--- src/rtl/flash_seq_pkg.sv ---
package flash_seq_pkg;
    localparam int BYTE_W = 8;

    typedef enum logic [1:0] {
        OP_NONE = 2'b00,
        OP_PROG = 2'b01,
        OP_SECT = 2'b10,
        OP_CHIP = 2'b11
    } op_e;

    typedef enum logic [3:0] {
        ST_IDLE,
        ST_PROG_WAIT,
        ST_PROG_WRITE,
        ST_SECT_WAIT,
        ST_SECT_PULSE,
        ST_PRE_WRITE,
        ST_PRE_VERIFY,
        ST_CHIP_WAIT,
        ST_CHIP_PULSE
    } state_e;
endpackage

--- src/rtl/op_timer.sv ---
module op_timer #(
    parameter int CW = 8
) (
    input  logic          clk,
    input  logic          rst_n,
    input  logic          load,
    input  logic [CW-1:0] load_val,
    output logic          done
);
    logic [CW-1:0] cnt_q;

    always_ff @(posedge clk or negedge rst_n) begin
        if (!rst_n)
            cnt_q <= '0;
        else if (load)
            cnt_q <= load_val;
        else if (cnt_q != '0)
            cnt_q <= cnt_q - 1'b1;
    end

    assign done = (cnt_q == '0);
endmodule

--- src/rtl/status_gen.sv ---
module status_gen
    import flash_seq_pkg::*;
(
    input  logic              clk,
    input  logic              rst_n,
    input  logic              busy,
    input  logic              rd,
    input  logic              prog_mode,
    input  logic              prog_bit7,
    output logic [BYTE_W-1:0] status
);
    logic tog_q;

    always_ff @(posedge clk or negedge rst_n) begin
        if (!rst_n)
            tog_q <= 1'b0;
        else if (busy && rd)
            tog_q <= ~tog_q;
    end

    always_comb begin
        status    = '0;
        status[7] = prog_mode ? ~prog_bit7 : 1'b0;
        status[6] = tog_q;
    end

    assert_toggle_flip_R6: assert property (@(posedge clk) disable iff (!rst_n)
        (busy && rd) |=> (tog_q != $past(tog_q)));
    assert_toggle_hold_R6: assert property (@(posedge clk) disable iff (!rst_n)
        (!busy) |=> $stable(tog_q));
endmodule

--- src/rtl/flash_op_seq.sv ---
module flash_op_seq
    import flash_seq_pkg::*;
#(
    parameter int ADDR_W        = 17,
    parameter int SECT_W        = 8,
    parameter int PROG_CYC      = 2000,
    parameter int SERASE_CYC    = 1000000,
    parameter int CHIP_SECT_CYC = 781250
) (
    input  logic              clk,
    input  logic              rst_n,
    input  logic              start,
    input  logic [1:0]        start_op,
    input  logic [ADDR_W-1:0] start_addr,
    input  logic [7:0]        start_data,
    input  logic              host_rd,
    input  logic [ADDR_W-1:0] host_addr,
    output logic [7:0]        host_rdata,
    output logic              busy,
    output logic [ADDR_W-1:0] arr_addr,
    input  logic [7:0]        arr_rdata,
    output logic              arr_we,
    output logic [7:0]        arr_wdata,
    output logic              arr_erase,
    output logic [SECT_W-1:0] arr_sector
);
    localparam int MAX_AB = (PROG_CYC > SERASE_CYC) ? PROG_CYC : SERASE_CYC;
    localparam int MAXC   = (MAX_AB > CHIP_SECT_CYC) ? MAX_AB : CHIP_SECT_CYC;
    localparam int CW     = $clog2(MAXC + 1);
    localparam logic [CW-1:0] PROG_LD = CW'(PROG_CYC - 1);
    localparam logic [CW-1:0] SECT_LD = CW'(SERASE_CYC - 1);
    localparam logic [CW-1:0] CHIP_LD = CW'(CHIP_SECT_CYC - 1);

    state_e              state_q, state_d;
    logic [ADDR_W-1:0]   op_addr_q;
    logic [7:0]          op_data_q;
    logic [ADDR_W-1:0]   walk_q;
    logic [SECT_W-1:0]   sect_q;
    logic                tmr_load;
    logic [CW-1:0]       tmr_val;
    logic                tmr_done;
    logic                prog_mode;
    logic [BYTE_W-1:0]   status;
    logic                accept;

    assign accept = (state_q == ST_IDLE) && start && (op_e'(start_op) != OP_NONE);

    // state register and operand latches
    always_ff @(posedge clk or negedge rst_n) begin
        if (!rst_n) begin
            state_q   <= ST_IDLE;
            op_addr_q <= '0;
            op_data_q <= '0;
            walk_q    <= '0;
            sect_q    <= '0;
        end else begin
            state_q <= state_d;
            if (accept) begin
                op_addr_q <= start_addr;
                op_data_q <= start_data;
                walk_q    <= '0;
                sect_q    <= '0;
            end
            if (state_q == ST_PRE_VERIFY && arr_rdata == 8'h00 && walk_q != '1)
                walk_q <= walk_q + 1'b1;
            if (state_q == ST_CHIP_PULSE)
                sect_q <= sect_q + 1'b1;
        end
    end

    // next state and timer load
    always_comb begin
        state_d  = state_q;
        tmr_load = 1'b0;
        tmr_val  = PROG_LD;
        unique case (state_q)
            ST_IDLE: begin
                if (accept) begin
                    unique case (op_e'(start_op))
                        OP_PROG: begin state_d = ST_PROG_WAIT; tmr_load = 1'b1; tmr_val = PROG_LD; end
                        OP_SECT: begin state_d = ST_SECT_WAIT; tmr_load = 1'b1; tmr_val = SECT_LD; end
                        OP_CHIP: state_d = ST_PRE_WRITE;
                        default: state_d = ST_IDLE;
                    endcase
                end
            end
            ST_PROG_WAIT:  if (tmr_done) state_d = ST_PROG_WRITE;
            ST_PROG_WRITE: state_d = ST_IDLE;
            ST_SECT_WAIT:  if (tmr_done) state_d = ST_SECT_PULSE;
            ST_SECT_PULSE: state_d = ST_IDLE;
            ST_PRE_WRITE:  state_d = ST_PRE_VERIFY;
            ST_PRE_VERIFY: begin
                if (arr_rdata != 8'h00 || walk_q != '1) begin
                    state_d = ST_PRE_WRITE;
                end else begin
                    state_d  = ST_CHIP_WAIT;
                    tmr_load = 1'b1;
                    tmr_val  = CHIP_LD;
                end
            end
            ST_CHIP_WAIT:  if (tmr_done) state_d = ST_CHIP_PULSE;
            ST_CHIP_PULSE: begin
                if (sect_q == '1) begin
                    state_d = ST_IDLE;
                end else begin
                    state_d  = ST_CHIP_WAIT;
                    tmr_load = 1'b1;
                    tmr_val  = CHIP_LD;
                end
            end
            default: state_d = ST_IDLE;
        endcase
    end

    // outputs
    always_comb begin
        busy       = (state_q != ST_IDLE);
        prog_mode  = (state_q == ST_PROG_WAIT) || (state_q == ST_PROG_WRITE);
        arr_we     = (state_q == ST_PROG_WRITE) || (state_q == ST_PRE_WRITE);
        arr_erase  = (state_q == ST_SECT_PULSE) || (state_q == ST_CHIP_PULSE);
        arr_sector = (state_q == ST_CHIP_PULSE) ? sect_q : op_addr_q[ADDR_W-1 -: SECT_W];
        unique case (state_q)
            ST_IDLE:                     arr_addr = host_addr;
            ST_PRE_WRITE, ST_PRE_VERIFY: arr_addr = walk_q;
            default:                     arr_addr = op_addr_q;
        endcase
        arr_wdata  = (state_q == ST_PROG_WRITE) ? (arr_rdata & op_data_q) : 8'h00;
        host_rdata = busy ? status : arr_rdata;
    end

    op_timer #(.CW(CW)) tmr_i (
        .clk      (clk),
        .rst_n    (rst_n),
        .load     (tmr_load),
        .load_val (tmr_val),
        .done     (tmr_done)
    );

    status_gen stat_i (
        .clk       (clk),
        .rst_n     (rst_n),
        .busy      (busy),
        .rd        (host_rd),
        .prog_mode (prog_mode),
        .prog_bit7 (op_data_q[7]),
        .status    (status)
    );

    assert_busy_rise_R2: assert property (@(posedge clk) disable iff (!rst_n)
        (!busy && start && start_op != 2'b00) |=> busy);
    assert_start_ignored_R2: assert property (@(posedge clk) disable iff (!rst_n)
        (busy && start) |=> ($stable(op_addr_q) && $stable(op_data_q)));
    assert_status_low_zero_R4: assert property (@(posedge clk) disable iff (!rst_n)
        busy |-> (host_rdata[5:0] == 6'b0));
    assert_erase_bit7_R5: assert property (@(posedge clk) disable iff (!rst_n)
        (busy && !prog_mode) |-> (host_rdata[7] == 1'b0));
    assert_clear_only_R10: assert property (@(posedge clk) disable iff (!rst_n)
        (state_q == ST_PROG_WRITE) |-> ((arr_wdata & ~arr_rdata) == 8'h00));
    assert_strobe_excl_R3: assert property (@(posedge clk) disable iff (!rst_n)
        !(arr_we && arr_erase));
endmodule

--- config.mk ---
export PLATFORM = sky130hd
export DESIGN_NAME = flash_op_seq
export DESIGN_NICKNAME = d
export VERILOG_FILES = /design/src/rtl/flash_seq_pkg.sv /design/src/rtl/op_timer.sv /design/src/rtl/status_gen.sv /design/src/rtl/flash_op_seq.sv
export SDC_FILE = /design/constraint.sdc
export NUM_CORES = 1
export LEC_CHECK = 0
export BUFFER_PORTS_ARGS = -buffer_cell sky130_fd_sc_hd__buf_2
export CORE_ASPECT_RATIO = 2
export CORE_MARGIN = 1.5
export CORE_UTILIZATION = 48
export DETAILED_ROUTE_END_ITERATION = 12
export PLACE_DENSITY = 0.71
export SYNTH_ARGS = -nofsm -noshare
export SYNTH_HDL_FRONTEND = slang
export SYNTH_SLANG_ARGS = --single-unit
--- constraint.sdc ---
create_clock -name clk -period 5.1 [get_ports clk]
set_input_delay 1.02 -clock clk [delete_from_list [all_inputs] [get_ports clk]]
set_output_delay 1.02 -clock clk [all_outputs]
set_load 0.005 [all_outputs]
# ---- After elaboration in Yosys (flattened, before gate mapping)
# Index checks and enable logic that the tools add are counted.
dict set report op_classes {
  addsub 3
  eq_ne 17
  muxes 29
  n_bitwise 3
  reduce_logical 22
}
# operator n
set ops {}
lappend ops {{2-to-1 mux 20 bit} 6}
lappend ops {{one-hot mux 20 bit (3 select lines)} 1}
lappend ops {{2-to-1 mux 8 bit} 5}
lappend ops {{2-to-1 mux 17 bit} 2}
lappend ops {{one-hot mux 17 bit (2 select lines)} 1}
lappend ops {{one-hot mux 4 bit (7 select lines)} 1}
lappend ops {{zero test 20 bit} 1}
lappend ops {{nonzero test 20 bit} 1}
lappend ops {{subtractor 20 x 1 -> 20 bit, second input constant} 1}
lappend ops {{adder 17 x 1 -> 17 bit, second input constant} 1}
lappend ops {{!= test 17 bit, second input constant} 1}
lappend ops {{equality test 4 x 3 -> 1 bit, second input constant} 4}
lappend ops {{2-to-1 mux 4 bit} 4}
lappend ops {{one-hot mux 3 bit (3 select lines)} 1}
lappend ops {{adder 8 x 1 -> 8 bit, second input constant} 1}
lappend ops {{AND 8 bit} 1}
lappend ops {{equality test 4 x 2 -> 1 bit, second input constant} 2}
lappend ops {{equality test 8 bit, second input constant} 1}
lappend ops {{zero test 8 bit} 1}
lappend ops {{!= test 2 bit, second input constant} 4}
lappend ops {{nonzero test 2 bit} 4}
lappend ops {{nonzero test 8 bit} 1}
lappend ops {{logical AND 1 bit} 5}
lappend ops {{2-to-1 mux 1 bit} 5}
lappend ops {{13 further kinds} 19}
dict set report word_totals {
  register_bits 75
  out_inout_bits 44
  word_cells 81
}

# ---- Depth between registers and ports, before layout
# Gate-level depths: netlist of run 1.
dict set report logic_depth {
  depth_word 6
  depth_mapped 10
  depth_no_buf 9
}

# ---- Cells and area by module
# From an unflattened synthesis of run 1, not the netlist that was laid out.
dict set report hier_totals {
  hier_cells 561
  hier_area_um2 4603.2
}
# module instances cells_each area_per_inst_um2 seq_area_each_um2
set modules_own_cells {}
lappend modules_own_cells {flash_op_seq 1 426 3300.7 1351.3}
lappend modules_own_cells {op_timer 1 123 1202.4 500.5}
lappend modules_own_cells {status_gen 1 12 100.1 25.0}

# ---- Least setup slack after synthesis of run 1
# OpenSTA, ideal clock, no wires.
dict set report synth_timing {
  path_type {reg-to-output}
  from {reg state_q[0]}
  to {out arr_addr[0]}
  t_arrival_ns 1.595
  path_slack_ns 2.485
  stages_incl_launch_ff 8
  path_cell_list {dfrtp_1 buf_2 nor4_1 clkbuf_1 nor2_1 clkbuf_1 nand2_1 nand2_1}
}
dict set report synth_via {
  elab_chain_cells 3
  word_cells_on_any_way 5
}
# element line
set synth_rtl {}
lappend synth_rtl {{start, declared} flash_op_seq.sv:34} ;# state_e state_q, state_d;
lappend synth_rtl {{start signal, assigned} flash_op_seq.sv:57} ;# state_q <= state_d;
lappend synth_rtl {{equality test 4 x 3 -> 1 bit} flash_op_seq.sv:122} ;# unique case (state_q)
lappend synth_rtl {{OR reduction 2 bit} flash_op_seq.sv:122}
lappend synth_rtl {{one-hot mux 17 bit (2 select lines) *} flash_op_seq.sv:122}
lappend synth_rtl {{end, declared} flash_op_seq.sv:20} ;# output logic [ADDR_W-1:0] arr_addr,
# Mark *: on every way between the ends. The rest lies on a longest branch, timed or not.

# ---- Worst setup path after layout of run 1
dict set report layout_timing {
  from {reg state_q[1]}
  to {out arr_addr[7]}
}
# The elaborated chain is that of the path after synthesis.

==> results of run 1 <==
==> worst max path at each step <==
stage               start           end  slack, ps  cells after the start
2_1_floorplan  state_q[0]   arr_addr[0]       2490                      7
3_3_place_gp   state_q[1]  arr_addr[15]       2120                      8
3_5_place_dp   state_q[1]  arr_wdata[7]       2060                      3
4_1_cts        state_q[1]  arr_wdata[7]       1690                      3
5_1_grt        state_q[1]  arr_wdata[6]       1510                      3
6_report       state_q[1]   arr_addr[7]       1700                      8
==> synthesized netlist by cell type (all sizes together) (6+ instances only) <==
cell type	n
nand2	169
dfrtp	75
o21ai	43
nor2	29
nand3	19
a22oi	17
clkbuf	15
xnor2	13
and3	12
xor2	12
and2	11
nand4	10
ha	9
nor3	9
a21oi	8
buf	8
inv	7
nor4	6
==> per-stage QoR <==
stage / std cells / util, % / area [µm²] / power (mW) / hold WS, ps
after floorplan: 523 / - / 4400 / 0.628 / 438
after global placement: 708 / 55.6 / 4980 / 0.671 / 454
after detailed placement: 708 / 55.6 / 4980 / 0.671 / 458
after CTS: 724 / 59.5 / 5320 / 1.41 / 479
after global routing: 724 / 59.5 / 5320 / 1.44 / 504
final: 724 / 59.5 / 5320 / 1.40 / 474
==> worst register-to-register path, delay by kind of cell (launching register included) <==
kind	cells	cell delay (ps)
AOI/OAI and AO/OA	2	1050
adders and majority gates	2	550
DFF	1	440
and+or+nand+nor	4	860
==> cell families after synthesis <==
family                     after synthesis
adders and majority gates                9
buffers and inverters                   30
DFF                                     75
xor gates and xnor gates                25
muxes                                    5
AOI/OAI and AO/OA                       87
and+or+nand+nor                        292
==> area by class of cell <==
| cell class | count | area, µm² | area share, % |
|---|---|---|---|
| tap | 102 | 128 | 2.40 |
| timing repair buffer | 106 | 548 | 10.3 |
| multi-input combinational | 418 | 2400 | 45.1 |
| clock buffer | 10 | 229 | 4.30 |
| inverter | 7 | 26.3 | 0.494 |
| clock inverter | 6 | 114 | 2.14 |
| sequential | 75 | 1880 | 35.3 |
==> layer usage <==
| layer | up-vias | routed length [µm] | share of wire [%] | GRT usage [%] |
|---|---|---|---|---|
| li1 | 1984 | - | - | - |
| met4 | 0 | 352 | 2.9 | 10.7 |
| met5 | - | 0 | 0 | 0 |
| met1 | 1989 | 4600 | 37 | 28.6 |
| met2 | 130 | 6950 | 56 | 48.1 |
| met3 | 29 | 401 | 3.3 | 3.43 |
==> sequential cells by signal, summed over array words and instances, names as in the netlist <==
name	flops
tmr_i.cnt_q	20
sect_q	8
op_addr_q	17
op_data_q	8
state_q	4
stat_i.tog_q	1
walk_q	17
==> power groups by stage <==
stage / clock [mW] / sequential [mW] / combinational (mW)
after global placement: 0 / 0.614 / 0.0566
after global routing: 0.770 / 0.604 / 0.0637
after floorplan: 0 / 0.614 / 0.0143
after CTS: 0.745 / 0.604 / 0.0571
final: 0.736 / 0.604 / 0.0561
after detailed placement: 0 / 0.615 / 0.0568
==> summary by stage, run 1 <==
Hold path
The worst-case hold path end point is op_data_q[0]. The startpoint identified for the worst hold timing path is op_data_q[0]. The min-delay analysis places its worst path in the category flop to flop. The cell depth of the worst hold path is 2.

Detailed routing
The total iterations of the first detailed-routing run is 6. For this block, the initial DRC count from the detailed router was 263. The routed layout has 4132 vias. After detailed routing, the total wire length is 12300 µm. The routed wire length per instance is 17.0 µm. Using the TritonRoute via totals, the vias-per-cell ratio works out to 5.71. The detail route stage leaves a number of antenna-violating nets equal to 0. In the routed design, unresolved DRC markers number 0.

Timing
The max-slew headroom at the worst pin is 29.1%. The slew at the pin closest to its max-slew limit is 1050 ps. The final critical path takes up 66.7% of the cycle. The final setup violation count is 0. The worst path in the final design needs a cycle of 3400 ps, including I/O delays and setup. The worst clock skew is 9.48 ps. The worst setup slack after layout is 1700 ps. The number of hold violations in the final report is 0. The final max-slew violation count is 0. Setup repair after global routing left no endpoint under its margin.

Timing would allow up to 294 MHz. The final total negative setup slack is 0 ps.

Synthesis
The fraction of the mapped netlist area in adder cells is 2.56%. After synthesis, the cell types taking the most area are dfrtp_1, nand2_1, o21ai_0. After Yosys synthesis, XOR and XNOR cells account for 4.98% of the synthesized area.

The count of cell types in the netlist is 57. In this run the mean area of a mapped cell was 8.41 µm². Summing the areas of all compound-gate instances in the mapped netlist gives 12.2% of the synthesized area. After synthesis, the share of flip-flops with an asynchronous set or reset is 100%. The cell area after synthesis is 4400 µm². The cell type contributing the most total cell area after synthesis is dfrtp_1. Among all flip-flop cells after synthesis, the most frequent one is dfrtp_1. After Yosys synthesis, and, or, nand and nor cells account for 33.4% of the synthesized area. The register area share after synthesis is 42.7%. The largest family of logic cells by synthesized area is simple AND/OR/NAND/NOR gates. The number of flip-flops and latches in the synthesized netlist is 75. The portion of netlist area occupied by mux cells is 1.25%. The number of enable flip-flop cells after synthesis is 0.

The total number of yosys warnings is 0. Counting every instance in the synthesized netlist gives 523. The number of nets produced by synthesis is 588.

Of the post-synthesis cell area, the dominant cell type holds 42.7%.

Setup path
In this run the critical register-to-register path is launched from walk_q[0]. The cell family contributing the most delay on the critical path is flip-flops. The largest stage delay on the critical path is 730 ps. Along the worst path, the maximum fanout reaches 18. The required time of the critical path is 4080 ps. The minimum setup slack among reg-to-reg paths is 2110 ps.

The largest individual stage delay along the critical path comes from the cell dfrtp_1. The class of the most critical setup path is flop to output port. The critical path buffer and inverter count is 3.

The worst reg2reg path endpoint is tmr_i.cnt_q[4]. The worst setup path is launched from a flop. Walking the worst path, the cells encountered are xnor2_1, nor3b_2, buf_4, nor2_1, buf_4, nand2_1, nand2_1, buf_2. The depth of the worst register-to-register path is 8. STA classifies the critical path endpoint as an output port. For the worst setup path, the data arrival time is 2380 ps.

Power and ir drop
Dividing total power by cell area gives a power density of 262 nW/µm². The leakage power is 2.72 nW. The proportion of power drawn by combinational gates is 4.0%. In this run the power spent charging and discharging nets is 0.291 mW. The cell-internal power is 1.10 mW. The maximum VDD drop is 247 µV. Per report_power, the clock group accounts for 52.7% of the total. Net switching is 20.8% of the power. Per report_power, the sequential group accounts for 43.3% of the total.

Floorplan
After floorplanning, the core was divided into 49 placement rows. The area inside the core boundary is 8950 µm². The width of the chip is 70.7 µm. The effective utilization at floorplan is 49.1%. From bottom edge to top edge, the die measures 138 µm. The total I/O pin count is 100. The die outline area is 9780 µm².

Placement
After legalization and detailed placement, the total HPWL measured 9060 µm. Before CTS, the worst setup slack after placement is 2060 ps. The congestion estimate from routability-driven global placement came to 0.902.

Buffers placed on the I/O ports in this run total 99.

Clock tree
The number of buffers added to fix hold violations after cts is 0. The number of clock buffers inserted by TritonCTS is 9. TritonCTS built the clock tree. Clock latency on the worst-skew pair, taken at its later pin, is 340 ps. The buffers inserted during post-CTS setup optimization is 0. After clock tree synthesis, the repair step resized 0 gates. The library cell used as clock root buffer is clkbuf_16. The number of H-tree levels is 3. The clock drives 75 sinks. The clock-pin transition on the worst setup and hold timing paths is 60 ps.

The number of buffers on the longest clock path is 2.

Layout
The number of antenna diodes in the final layout is 0. The net total in the final layout is 682. The fraction of final layout cells with drive strength greater than 1 is 22.8%.

The most common library cell in the layout ignoring fill and taps is nand2_1. The top cell types in the final layout, fill and taps aside, are nand2_1, buf_2, dfrtp_1, o21ai_0, nor2_1. The area growth from synthesis to layout is 21.0%.

The number of fillers in the final layout is 834.

Global routing
The number of global-route vias before repair came to 4164. The initial antenna violation count is 0. The first global-routing pass estimated 20100 µm of wire. Across every metal layer, demand over resource in global routing totals 25.9%. Entering global routing, the biggest net connects 48 pins. The overall overflow remaining after global route is 0.

Flow run
Across the run, the number of max-cap violations was 0.

Outcome
The flow ran to the end, and the final reports show no timing, DRC or antenna violations.
Note: power is estimated with default switching activity, not from simulation.
==> inputs of run 2 (changes only) <==
ABC_AREA = 1   (was default)
clock period = 3.3 ns   (was 5.1 ns; I/O delays follow)
==> summary by stage, run 2 <==
Detailed routing
The total iterations of the first detailed-routing run is 4. Summing over every cut layer, the via total after detailed routing is 4699. Using the TritonRoute via totals, the vias-per-cell ratio works out to 5.44. In the routed design, unresolved DRC markers number 0.

In the final routed layout, each cell accounts on average for 16.5 µm. The post-detailed-routing wire length is 14200 µm. The iteration-0 DRC count of the detailed router is 259. The number of nets with antenna violations after detailed routing is 0.

Timing
Dividing the final minimum period by the clock period gives 95.7%. The post-route minimum period is 3160 ps. Between clock sinks in the finished design, the worst skew comes to 7.41 ps. The max-slew headroom at the worst pin is 47.8%.

Setup violations remaining at the end of the flow were counted as 0. At the pin with the least slew margin, the transition time is 783 ps. The final total negative setup slack is 0 ps. The top achievable clock speed is 317 MHz. Setup repair after global routing left no endpoint under its margin. The final max-slew violation count came to 0.

The number of hold violations in the final report is 0.

Setup path
The type of element capturing the critical path is an output port. Data arrives at the worst endpoint at 2500 ps. Along the worst path, the maximum fanout reaches 16.

Traced cell by cell, the critical path runs through nor2_4, inv_2, nor2_4, inv_1, nand2_1, inv_1, nand2_1, o211ai_1, buf_2. The largest stage delay on the critical path is 510 ps. The class of the most critical setup path is flop to output port. STA puts the critical path data required time at 2640 ps. On the critical path, the stage with the largest delay is an instance of dfrtp_1. The critical path launch point type is a flop.

Global routing
Entering global routing, the biggest net connects 32 pins. The first-pass GRT wire length is 22300 µm. The initial antenna violation count is 0. For this run the aggregate overflow at the end of global routing stands at 0. The overall fraction of global-route tracks in use is 28.9%.

The number of global-route vias before repair is 4744.

Floorplan
The area inside the core boundary is 9320 µm². The initial utilization of the core area, before any placement, comes to 49.1%. The die outline area is 10200 µm².

The total I/O pin count is 100. From left edge to right edge, the die measures 72.0 µm. The number of placement rows is 50. The floorplan step set the die height to 141 µm.

Flow run
The max-capacitance violation count is 0.

Layout
The number of antenna diodes in the final layout is 0. The library cell used most frequently in the layout, excluding fill and tap cells, is nand2_1. The largest registers in the layout are tmr_i.cnt_q x20, op_addr_q x17, walk_q x17.

After filler insertion, the fill cell instance count of the layout stands at 907. The number of non-filler instances in the completed layout is 864. The post-route netlist has 17.4% of its cells at a drive strength greater than 1.

In the layout the commonest cells are nand2_1, buf_2, nor2_1, dfrtp_1, inv_1. The net total in the final layout is 820. The top register by number of flip-flops is tmr_i.cnt_q. The register with the most flip-flops in the layout has 20 of them.

The area growth from synthesis to layout is 19.3%.

Clock tree
For this design, the sink count on the clock tree is 75. The clock reaches the later pin of the worst-skew pair after 340 ps. The number of H-tree levels is 3. After clock tree synthesis, the setup repair step added 0 buffers. The number of gates resized after CTS was 0. The number of buffers on the longest clock path is 2. The clock-pin transition on the worst setup and hold timing paths is 60 ps. The cell sitting at the root of the clock tree is a clkbuf_16. Buffers inserted to repair hold after CTS numbered 0. In this run, CTS created clock tree buffers numbering 9. The CTS tree is yes.

Synthesis
The most frequent cell after synthesis is nand2_1. Of all cell types, the one taking the most synthesized area is dfrtp_1. The number of enable flip-flop cells after synthesis is 0. The register area share after synthesis is 41.0%. In the synthesized netlist the async set-or-reset flop fraction comes to 100%. The count of cell types in the netlist is 32. The gate count of the mapped netlist is 655.

The cell area after synthesis is 4570 µm². The total number of yosys warnings is 0. The post-synthesis average cell area is 6.98 µm².

The share of synthesized area in the top cell type comes to 41.0%. The number of flip-flops and latches in the synthesized netlist is 75. The number of nets produced by synthesis is 720.

In the synthesized netlist, the cells that appear most often are nand2_1, nor2_1, dfrtp_1, inv_1, o21ai_0. Sorting the synthesized cells by area gives the leading types as dfrtp_1, nand2_1, nor2_1. The dominant synthesized flop cell is dfrtp_1.

Power and ir drop
The leakage power is 2.87 nW. The maximum VDD drop is 358 µV. The total power divided by cell area is 389 nW/µm².

Placement
The final weighted congestion of routability-driven global placement is 1.03. The count of port buffers added during placement is 99. After detailed placement, the design holds a cell count of 848. Detailed placement ended at an HPWL of 11000 µm.

Hold path
The path class of the tightest hold or removal check is input pin to async pin.

Outcome
The run finished with clean final reports.
-- run 2: cell types whose count changed after synthesis, moves of 12 or more --
| cell | before | now |
|---|---|---|
| o211ai_1 | 2 | 15 |
| inv_1 | 7 | 62 |
| a22oi_1 | 17 | 0 |
| a21oi_1 | 7 | 19 |
| nand3_1 | 18 | 39 |
| nand2_1 | 168 | 235 |
| nor2_1 | 28 | 85 |
| and3_1 | 12 | 0 |
-- run 2: critical path, delay by kind of cell (launching register included) --
kind | cells | cell delay (ps)
AO/OA/AOI/OAI | 1 | 120
AND/OR/NAND/NOR | 4 | 490
flip-flops | 1 | 510
buffers and inverters | 4 | 1040
-- run 2: power breakdown --
part	total, mW	switching, mW	internal, mW
Clock	1.01	0.384	0.626
Sequential	0.953	0.0159	0.937
Combinational	0.160	0.0939	0.0665
-- run 2: logic make-up (layout without fill, tap and decap cells) --
family	Yosys count	after routing	synth area share (%)
and+or+nand+nor	386	386	35.3
DFF	75	75	41.0
buffers and inverters	82	187	7.47
xor gates and xnor gates	13	13	2.49
AOI/OAI and AO/OA	90	90	11.3
adders and majority gates	9	9	2.46
-- run 2: per-stage QoR --
| step | setup WS [ps] | utilization [%] | hold WS [ps] | power (mW) | instance area (µm²) |
|---|---|---|---|---|---|
| after floorplan | 1210 | - | 364 | 1.03 | 4570 |
| after detailed placement | 537 | 55.3 | 470 | 1.13 | 5150 |
| final | 142 | 58.5 | 398 | 2.12 | 5460 |
| after CTS | 170 | 58.5 | 415 | 2.13 | 5460 |
| after global placement | 539 | 55.3 | 464 | 1.13 | 5150 |
| after global routing | 16.2 | 58.5 | 456 | 2.18 | 5460 |
-- run 2: worst paths after layout --
path                               from         endpoint  slack, ps  cells after the start
hold / removal                    rst_n   tmr_i.cnt_q[6]        400                      1
setup reg to reg              walk_q[1]        walk_q[2]        700                     13
setup / recovery             state_q[1]      arr_addr[3]        140                      9
hold reg to reg            op_addr_q[8]     op_addr_q[8]        480                      2
min in group clk           op_addr_q[8]     op_addr_q[8]        480                      2
max in group asynchronous         rst_n  tmr_i.cnt_q[17]       2070                      2
-- run 2: area by class of cell --
cell class              count  area, µm²  area share [%]
repair buffers            105        541            9.91
inverters                  66        248            4.54
well taps                 104        130            2.38
multi-input cells         498       2360            43.2
clock inverters             4       48.8           0.894
flip-flops and latches     75       1880            34.4
clock buffers              12        256            4.70
-- run 2: per-layer routing --
layer	vias to the layer above	global-route usage [%]	wire length, µm
met5	-	0	0
met4	0	17.4	826
met3	54	4.22	352
met2	110	56.2	8180
met1	2232	26.8	4880
li1	2303	-	-
